### config.mk
export PLATFORM = sky130hd
export DESIGN_NAME = accel_seq_ctrl
export DESIGN_NICKNAME = d
export VERILOG_FILES = /design/src/rtl/accel_seq_pkg.sv /design/src/rtl/accel_fatal_detect.sv /design/src/rtl/accel_wipe_timer.sv /design/src/rtl/accel_halt_report.sv /design/src/rtl/accel_seq_ctrl.sv
export SDC_FILE = /design/constraint.sdc
export NUM_CORES = 1
export LEC_CHECK = 0
export BUFFER_PORTS_ARGS = -buffer_cell sky130_fd_sc_hd__buf_2
export CAP_MARGIN = 10
export CORE_ASPECT_RATIO = 2
export CORE_MARGIN = 2
export CORE_UTILIZATION = 48
export CTS_CLUSTER_SIZE = 40
export DETAILED_ROUTE_END_ITERATION = 16
export GPL_TIMING_DRIVEN = 0
export HOLD_SLACK_MARGIN = 0.15
export PLACE_DENSITY = 0.78
export RECOVER_POWER = 100
export SETUP_SLACK_MARGIN = 0.4
export SLEW_MARGIN = 20
export SYNTH_ARGS = -nofsm -noshare
export SYNTH_HDL_FRONTEND = slang
export SYNTH_SLANG_ARGS = --single-unit
### constraint.sdc
create_clock -name clk_i -period 2.9 [get_ports clk_i]
set_clock_uncertainty 0.2 [all_clocks]
set_input_delay 0 -clock clk_i [delete_from_list [all_inputs] [get_ports clk_i]]
set_output_delay 0 -clock clk_i [all_outputs]
set_load 0.01 [all_outputs]
### src/rtl/accel_seq_pkg.sv
package accel_seq_pkg;
  localparam int CODE_W = 12;

  typedef enum logic [CODE_W-1:0] {
    ST_IDLE   = 12'd0,
    ST_SEED   = 12'd10,
    ST_PRIME  = 12'd11,
    ST_EXEC   = 12'd12,
    ST_WGOOD  = 12'd13,
    ST_WBAD   = 12'd14,
    ST_LOCKED = 12'd2550
  } seq_state_e;
endpackage

### src/rtl/accel_fatal_detect.sv
module accel_fatal_detect #(
  parameter int ERR_W     = 32,
  parameter int FATAL_LSB = 16
) (
  input  logic [ERR_W-1:0] err_i,
  output logic             fatal_o
);
  localparam int HI_W = ERR_W - FATAL_LSB;

  generate
    if (HI_W > 0) begin : g_hi
      assign fatal_o = |err_i[ERR_W-1:FATAL_LSB];
    end else begin : g_none
      assign fatal_o = 1'b0;
    end
  endgenerate
endmodule

### src/rtl/accel_wipe_timer.sv
module accel_wipe_timer #(
  parameter int WIPE_LEN = 98
) (
  input  logic clk_i,
  input  logic rst_ni,
  input  logic load_i,
  input  logic long_i,
  input  logic active_i,
  output logic expire_o
);
  localparam int CNT_W = (WIPE_LEN > 2) ? $clog2(WIPE_LEN) : 1;
  localparam logic [CNT_W-1:0] LONG_INIT = CNT_W'(WIPE_LEN - 1);

  logic [CNT_W-1:0] cnt_q;

  always_ff @(posedge clk_i or negedge rst_ni) begin
    if (!rst_ni) begin
      cnt_q <= '0;
    end else if (load_i) begin
      cnt_q <= long_i ? LONG_INIT : '0;
    end else if (active_i && (cnt_q != '0)) begin
      cnt_q <= cnt_q - 1'b1;
    end
  end

  assign expire_o = (cnt_q == '0);
endmodule

### src/rtl/accel_halt_report.sv
module accel_halt_report #(
  parameter int ERR_W = 32
) (
  input  logic             clk_i,
  input  logic             rst_ni,
  input  logic             start_acc_i,
  input  logic             halt_acc_i,
  input  logic             fatal_i,
  input  logic [ERR_W-1:0] err_i,
  output logic [ERR_W-1:0] err_bits_o,
  output logic             wipe_start_o,
  output logic             done_set_o,
  output logic             clr_o
);
  always_ff @(posedge clk_i or negedge rst_ni) begin
    if (!rst_ni) begin
      err_bits_o   <= '0;
      wipe_start_o <= 1'b0;
      done_set_o   <= 1'b0;
      clr_o        <= 1'b0;
    end else begin
      wipe_start_o <= halt_acc_i;
      done_set_o   <= halt_acc_i;
      clr_o        <= halt_acc_i && fatal_i;
      if (start_acc_i) begin
        err_bits_o <= '0;
      end else if (halt_acc_i) begin
        err_bits_o <= err_i;
      end
    end
  end
endmodule

### src/rtl/accel_seq_ctrl.sv
module accel_seq_ctrl
  import accel_seq_pkg::*;
#(
  parameter int ERR_W     = 32,
  parameter int FATAL_LSB = 16,
  parameter int WIPE_LEN  = 98
) (
  input  logic              clk_i,
  input  logic              rst_ni,
  input  logic              start_i,
  input  logic              seed_ready_i,
  input  logic              halt_valid_i,
  output logic              halt_ready_o,
  input  logic [ERR_W-1:0]  halt_err_i,
  input  logic              wipe_en_i,
  output logic [CODE_W-1:0] state_code_o,
  output logic              busy_o,
  output logic              wipe_active_o,
  output logic              wipe_start_o,
  output logic              done_set_o,
  output logic              insn_cnt_clr_o,
  output logic [ERR_W-1:0]  err_bits_o
);
  seq_state_e state_q, state_d;
  logic start_acc, halt_acc, fatal, expire, in_wipe;

  assign start_acc = start_i && (state_q == ST_IDLE);
  assign halt_acc  = halt_valid_i && (state_q == ST_EXEC);
  assign in_wipe   = (state_q == ST_WGOOD) || (state_q == ST_WBAD);

  accel_fatal_detect #(.ERR_W(ERR_W), .FATAL_LSB(FATAL_LSB)) fatal_i (
    .err_i   (halt_err_i),
    .fatal_o (fatal)
  );

  accel_wipe_timer #(.WIPE_LEN(WIPE_LEN)) timer_i (
    .clk_i    (clk_i),
    .rst_ni   (rst_ni),
    .load_i   (halt_acc),
    .long_i   (wipe_en_i),
    .active_i (in_wipe),
    .expire_o (expire)
  );

  accel_halt_report #(.ERR_W(ERR_W)) report_i (
    .clk_i        (clk_i),
    .rst_ni       (rst_ni),
    .start_acc_i  (start_acc),
    .halt_acc_i   (halt_acc),
    .fatal_i      (fatal),
    .err_i        (halt_err_i),
    .err_bits_o   (err_bits_o),
    .wipe_start_o (wipe_start_o),
    .done_set_o   (done_set_o),
    .clr_o        (insn_cnt_clr_o)
  );

  always_comb begin
    state_d = state_q;
    unique case (state_q)
      ST_IDLE:   if (start_acc) state_d = ST_SEED;
      ST_SEED:   if (seed_ready_i) state_d = ST_PRIME;
      ST_PRIME:  state_d = ST_EXEC;
      ST_EXEC:   if (halt_acc) state_d = fatal ? ST_WBAD : ST_WGOOD;
      ST_WGOOD:  if (expire) state_d = ST_IDLE;
      ST_WBAD:   if (expire) state_d = ST_LOCKED;
      ST_LOCKED: state_d = ST_LOCKED;
      default:   state_d = ST_LOCKED;
    endcase
  end

  always_ff @(posedge clk_i or negedge rst_ni) begin
    if (!rst_ni) state_q <= ST_IDLE;
    else         state_q <= state_d;
  end

  assign state_code_o  = state_q;
  assign busy_o        = (state_q != ST_IDLE) && (state_q != ST_LOCKED);
  assign wipe_active_o = in_wipe;
  assign halt_ready_o  = (state_q == ST_EXEC);
endmodule

# Word level (Yosys, flattened, before mapping)
# Cells that the tools add are included.
# op_classes
n_eq_ne,11
add_sub_neg,1
n_reduce_logical,14
muxes,12
# ops
op,count
one-hot mux 12 bit (6 select lines),1
2-to-1 mux 32 bit,2
== test 12 x 4 -> 1 bit (second input constant),5
2-to-1 mux 12 bit,5
2-to-1 mux 7 bit,3
OR reduction 16 bit,1
zero test 12 bit,1
inequality test 12 bit (second input constant),1
nonzero test 12 bit,1
zero test 7 bit,1
nonzero test 7 bit,1
subtractor 7 x 1 -> 7 bit (second input constant),1
inequality test 2 bit (second input constant),3
logical AND 1 bit,5
AND reduction 5 bit,1
inequality test 2 x 1 -> 1 bit (second input constant),2
nonzero test 2 bit,2
2-to-1 mux 2 bit,1
logical OR 1 bit,1
# totals
word_cells,43
inputBits,38
output_inout_bits,50
ff_bits,53

# Logic depth before layout (Yosys ltp)
# depth
depth_word,5
mapped_depth,8
ltp_nobuf,6

# Modules after synthesis
# From an unflattened synthesis, not the netlist that was laid out.
# hier_totals
cells_unflattened,211
hier_area_um2,2359.8
# by_module_without_submodules
module,seq_area_each_um2,area_per_inst_um2,cells_each,instances
accel_halt_report,850.8,1388.8,107,1
accel_seq_ctrl,125.1,549.3,61,1
accel_wipe_timer,175.2,390.4,38,1
accel_fatal_detect,0.0,31.3,5,1

# Worst setup path before layout
# OpenSTA, ideal clock, no wires.
# synth_timing
kind,flip-flop to flip-flop
startpoint,register state_q[3] (netlist: state_code_o[3])
endpoint,register state_q[2] (netlist: state_code_o[2])
synth_period_minus_slack_ns,2.093
setup_time_ns,0.124
required_ns,2.576
path_slack_ns,0.807
n_path_buf,1
arrival_time_ns,1.770
path_stages_with_launch,6
path_cell_list,dfrtp_1 > clkbuf_2 > or4_1 > or3_2 > and2_1 > o31a_1
# synth_via
elab_chain_cells,4
word_cells_on_any_way,15
classes_between,10 x eq/ne; 1 x mux; 4 x reduce/logical
# synth_rtl
item,line_no,text
start: declaration,accel_seq_ctrl.sv:24,"seq_state_e state_q, state_d;"
start signal: assignment,accel_seq_ctrl.sv:74,else state_q <= state_d;
== test 12 x 4 -> 1 bit / zero test 12 bit (equally long branches),"accel_seq_ctrl.sv:28, accel_seq_ctrl.sv:60, accel_seq_ctrl.sv:27",
logical AND 1 bit (on tied branches),"accel_seq_ctrl.sv:28, accel_seq_ctrl.sv:27",
inequality test 2 x 1 -> 1 bit (no source line),--,
AND reduction 5 bit (no source line),--,
# Parallel ways exist; a longest one is shown, timed or not.
# A chain may end at the register's enable or synchronous reset.

# Worst setup path in the final report
# layout_timing
startpoint,register timer_i.cnt_q[3]
endpoint,register state_q[2] (netlist: state_code_o[2])
# layout_via
elab_chain_cells,3
word_cells_on_any_way,4
classes_between,2 x eq/ne; 2 x reduce/logical
# layout_rtl
item,line_no,text
start: declaration,accel_wipe_timer.sv:14,logic [CNT_W-1:0] cnt_q;
start signal: assignment,accel_wipe_timer.sv:20,cnt_q <= long_i ? LONG_INIT : '0;
start signal: assignment,accel_wipe_timer.sv:22,cnt_q <= cnt_q - 1'b1;
zero test 7 bit *,accel_wipe_timer.sv:26,assign expire_o = (cnt_q == '0);
inequality test 2 bit (no source line),--,
AND reduction 5 bit (no source line) *,--,
# Mark *: on every way between the ends. The rest lies on a longest branch, timed or not.

==> impl_metrics.yaml <==
outcome:
  status: "finished clean"
sta:
  tightest_slew_ns: 1.078
  fin_hold_ws_ns: 0.2596
  maxSlewHeadroom_pct: 28.12
  setup_viol: 0
  hold_viol: 0
  drv_slew: 0
  finalCritPeriodShare_pct: 87.68
  period_needed_ns: 2.543
  grt_setup_unrepaired: "no"
  fin_ws_ns: 0.3573
  tns_ns: 0
  fmaxAchievable_mhz: 393.3
clock_tree:
  cts_resized: 0
  cts_tree: "done"
  cts_inserted_buffers: 5
  cts_max_path_buffers: 2
  clkTransAtPathRegs_ns: 0.09
  worst_skew_pair.late_latency_ns: 0.30
  clockRootBuffer: "clkbuf_8"
  htree_levels: 2
  clock-sinks: 46
route:
  dr.pass1.iters: 4
  remaining_drc_errors: 0
  routed_wl_um: 5926
  vias_per_cell: 5.536
  dr.first_iter.drc_count: 38
  ant_nets: 0
  detail_route.wl_per_cell_um: 16.19
  vias: 2026
setup_path:
  cp-end-kind: "flip-flop"
  cp_data_required_time_ns: 2.89
  cp_max_fo: 10
  start_kind: "flip-flop"
  slowest_stage: "or4_1"
  cp.buffers_inverters: 1
  crit_chain: "or4_1 -> o311ai_4 -> clkbuf_1 -> nand4_4 -> o31a_1"
  r2r_setup_slack_ns: 0.36
  reg2reg_depth: 5
  cpPeakStageDelay_ns: 0.61
  rr_endpoint: "state_code_o[2]"
  r2r-start: "timer_i.cnt_q[3]"
  crit_arrival_ns: 2.53
  path_class: "reg2reg"
  worst_path_dominant_cell_family: "simple AND/OR/NAND/NOR gates"
synth:
  synthCells: 180
  synth.largest_area_cell: "dfrtp_1"
  ys_ff_latch: 46
  yosysUniqueCellTypes: 51
  synth_compound_area_share_pct: 20.77
  yosys-top-cells-area: "dfrtp_1, a22o_1, buf_4, nor4_1, or3_2"
  synth_common_cells: "dfrtp_1, a22o_1, buf_4"
  ys_async_sr_fraction_pct: 100.0
  synth_xor_area_share_pct: 0.4096
  synthMuxAreaShare_pct: 0.4681
  syn_area_um2: 2138
  synthAdderAreaFrac_pct: 1.170
  yosysSeqAreaShare_pct: 53.83
  synth_top_family_by_area: "compound AO/OA/AOI/OAI gates"
  synth_edf_count: 0
  synthFlopType: "dfrtp_1"
  synth_top_area_share_pct: 53.83
  syn_area_per_cell_um2: 11.88
  ys.warnings.count: 0
  synth.most_common_cell: "dfrtp_1"
  synth_simple_gate_area_share_pct: 15.86
final_layout:
  diodes: 0
  multi_input_area_um2: 830.8
  final_core_util_pct: 70.82
  syn_to_final_growth_pct: 42.31
  fillCellCount: 337
  nNetsFinal: 351
  finish.instance_area_um2: 3043
  drive_above_1_share_pct: 24.04
  ff_latch_area_um2: 1151
hold_path:
  worst_hold_path.endpoint: "report_i.err_bits_o[9]"
  min_path_type: "in2reg"
  whs_path_depth: 3
  worstHoldStart: "halt_err_i[9]"
global_route:
  grt_pass1_wl_um: 9887
  grt_max_degree: 47
  grt_overflow: 0
  grt_usage_pct: 25.98
  antenna_found_initial: 0
  grt_pass1_vias: 2105
floorplan:
  die_w_um: 51.20
  coreArea_um2: 4297
  rows: 34
  die-area_um2: 5037
  die_h_um: 98.39
  start_util_pct: 49.77
  num_io_pins: 88
placed_design:
  port_buffers: 85
  place_area_um2: 2635
  dp_hpwl_um: 3925
  place_congestion: 0.7955
  place_ws_ns: 0.6407
run:
  drv_cap: 0
pwr:
  power.density_nw_per_um2: 374.3
  ir_drop_mv: 0.4484
  p_leak_nw: 1.443
[report_power, final]
part           switching (mW)  internal (mW)  leakage [nW]
sequential                  0          0.641         0.601
clock                   0.217          0.193        0.0482
combinational          0.0343         0.0545         0.793
total                   0.251          0.888          1.44
[worst register-to-register path: stages, from the launching register on]
cell and delay [ns]:
dfrtp_1 0.41, or4_1 0.61, o311ai_4 0.27, clkbuf_1 0.40, nand4_4 0.18, o31a_1 0.35
[worst max path at each step]
stage	startpoint	to	slack, ns	cells past startpoint
6_report	timer_i.cnt_q[3]	state_code_o[2]	0.36	5
5_1_grt	timer_i.cnt_q[3]	state_code_o[2]	0.22	5
4_1_cts	state_code_o[8]	timer_i.cnt_q[0]	0.62	7
3_5_place_dp	state_code_o[8]	timer_i.cnt_q[0]	0.64	7
3_3_place_gp	state_code_o[3]	report_i.err_bits_o[21]	0.68	6
2_1_floorplan	state_code_o[3]	state_code_o[2]	0.81	5
[kinds of logic (layout without fill, tap and decap cells)]
logic type               Yosys count  in the layout
flip-flops                        46             46
multiplexers                       1              1
buffers and inverters             26            157
other                              1              2
adder cells (fa/ha/maj)            2              2
AO/OA/AOI/OAI                     53             53
AND/OR/NAND/NOR                   50             50
XOR/XNOR                           1              1
[per-layer routing]
metal | track usage (%) | vias to the layer above | part of all wire [%]
met2 | 47.15 | 84 | 57
met1 | 28.90 | 999 | 36
met4 | 10.60 | 0 | 3.0
met3 | 4.128 | 18 | 4.6
li1 | - | 925 | -
met5 | 0 | - | 0
[metrics by stage]
step / power (mW) / cells
after detailed placement: 0.7007 / 320
after CTS: 1.142 / 365
after global routing: 1.171 / 366
final: 1.139 / 366
after floorplan: 0.6590 / 181
after global placement: 0.6998 / 320
[state kept, by name, indices dropped and copies added (netlist names)]
name,count
report_i.clr_o,1
timer_i.cnt_q,7
state_code_o,5
report_i.wipe_start_o,1
report_i.err_bits_o,32
[cell type report]
class / count / share of cell area (%)
tap: 54 / 2.220
clock buffer: 7 / 2.837
sequential: 46 / 37.83
multi-input combinational: 109 / 27.30
timing repair buffer: 123 / 24.79
inverter: 6 / 0.7401
buffer: 20 / 4.112
clock inverter: 1 / 0.1645
[what timing repair did]
action                    4_1_cts  5_1_grt
buffers inserted                0        0
hold buffers                   37        1
hold endpoints to repair       89       46
[cells in the final DEF, fill, tap and decap left out, types with 5 or more instances in the layout]
cell | netlist | routed
clkbuf_4 | 0 | 5
clkbuf_8 | 0 | 6
a22o_1 | 32 | 32
dfrtp_1 | 46 | 46
buf_2 | 4 | 47
nor4_1 | 5 | 5
nor2_1 | 7 | 7
inv_1 | 6 | 6
buf_4 | 10 | 5
dlygate4sd3_1 | 0 | 38
clkbuf_1 | 3 | 47
Note: power is estimated with default switching activity, not from simulation.
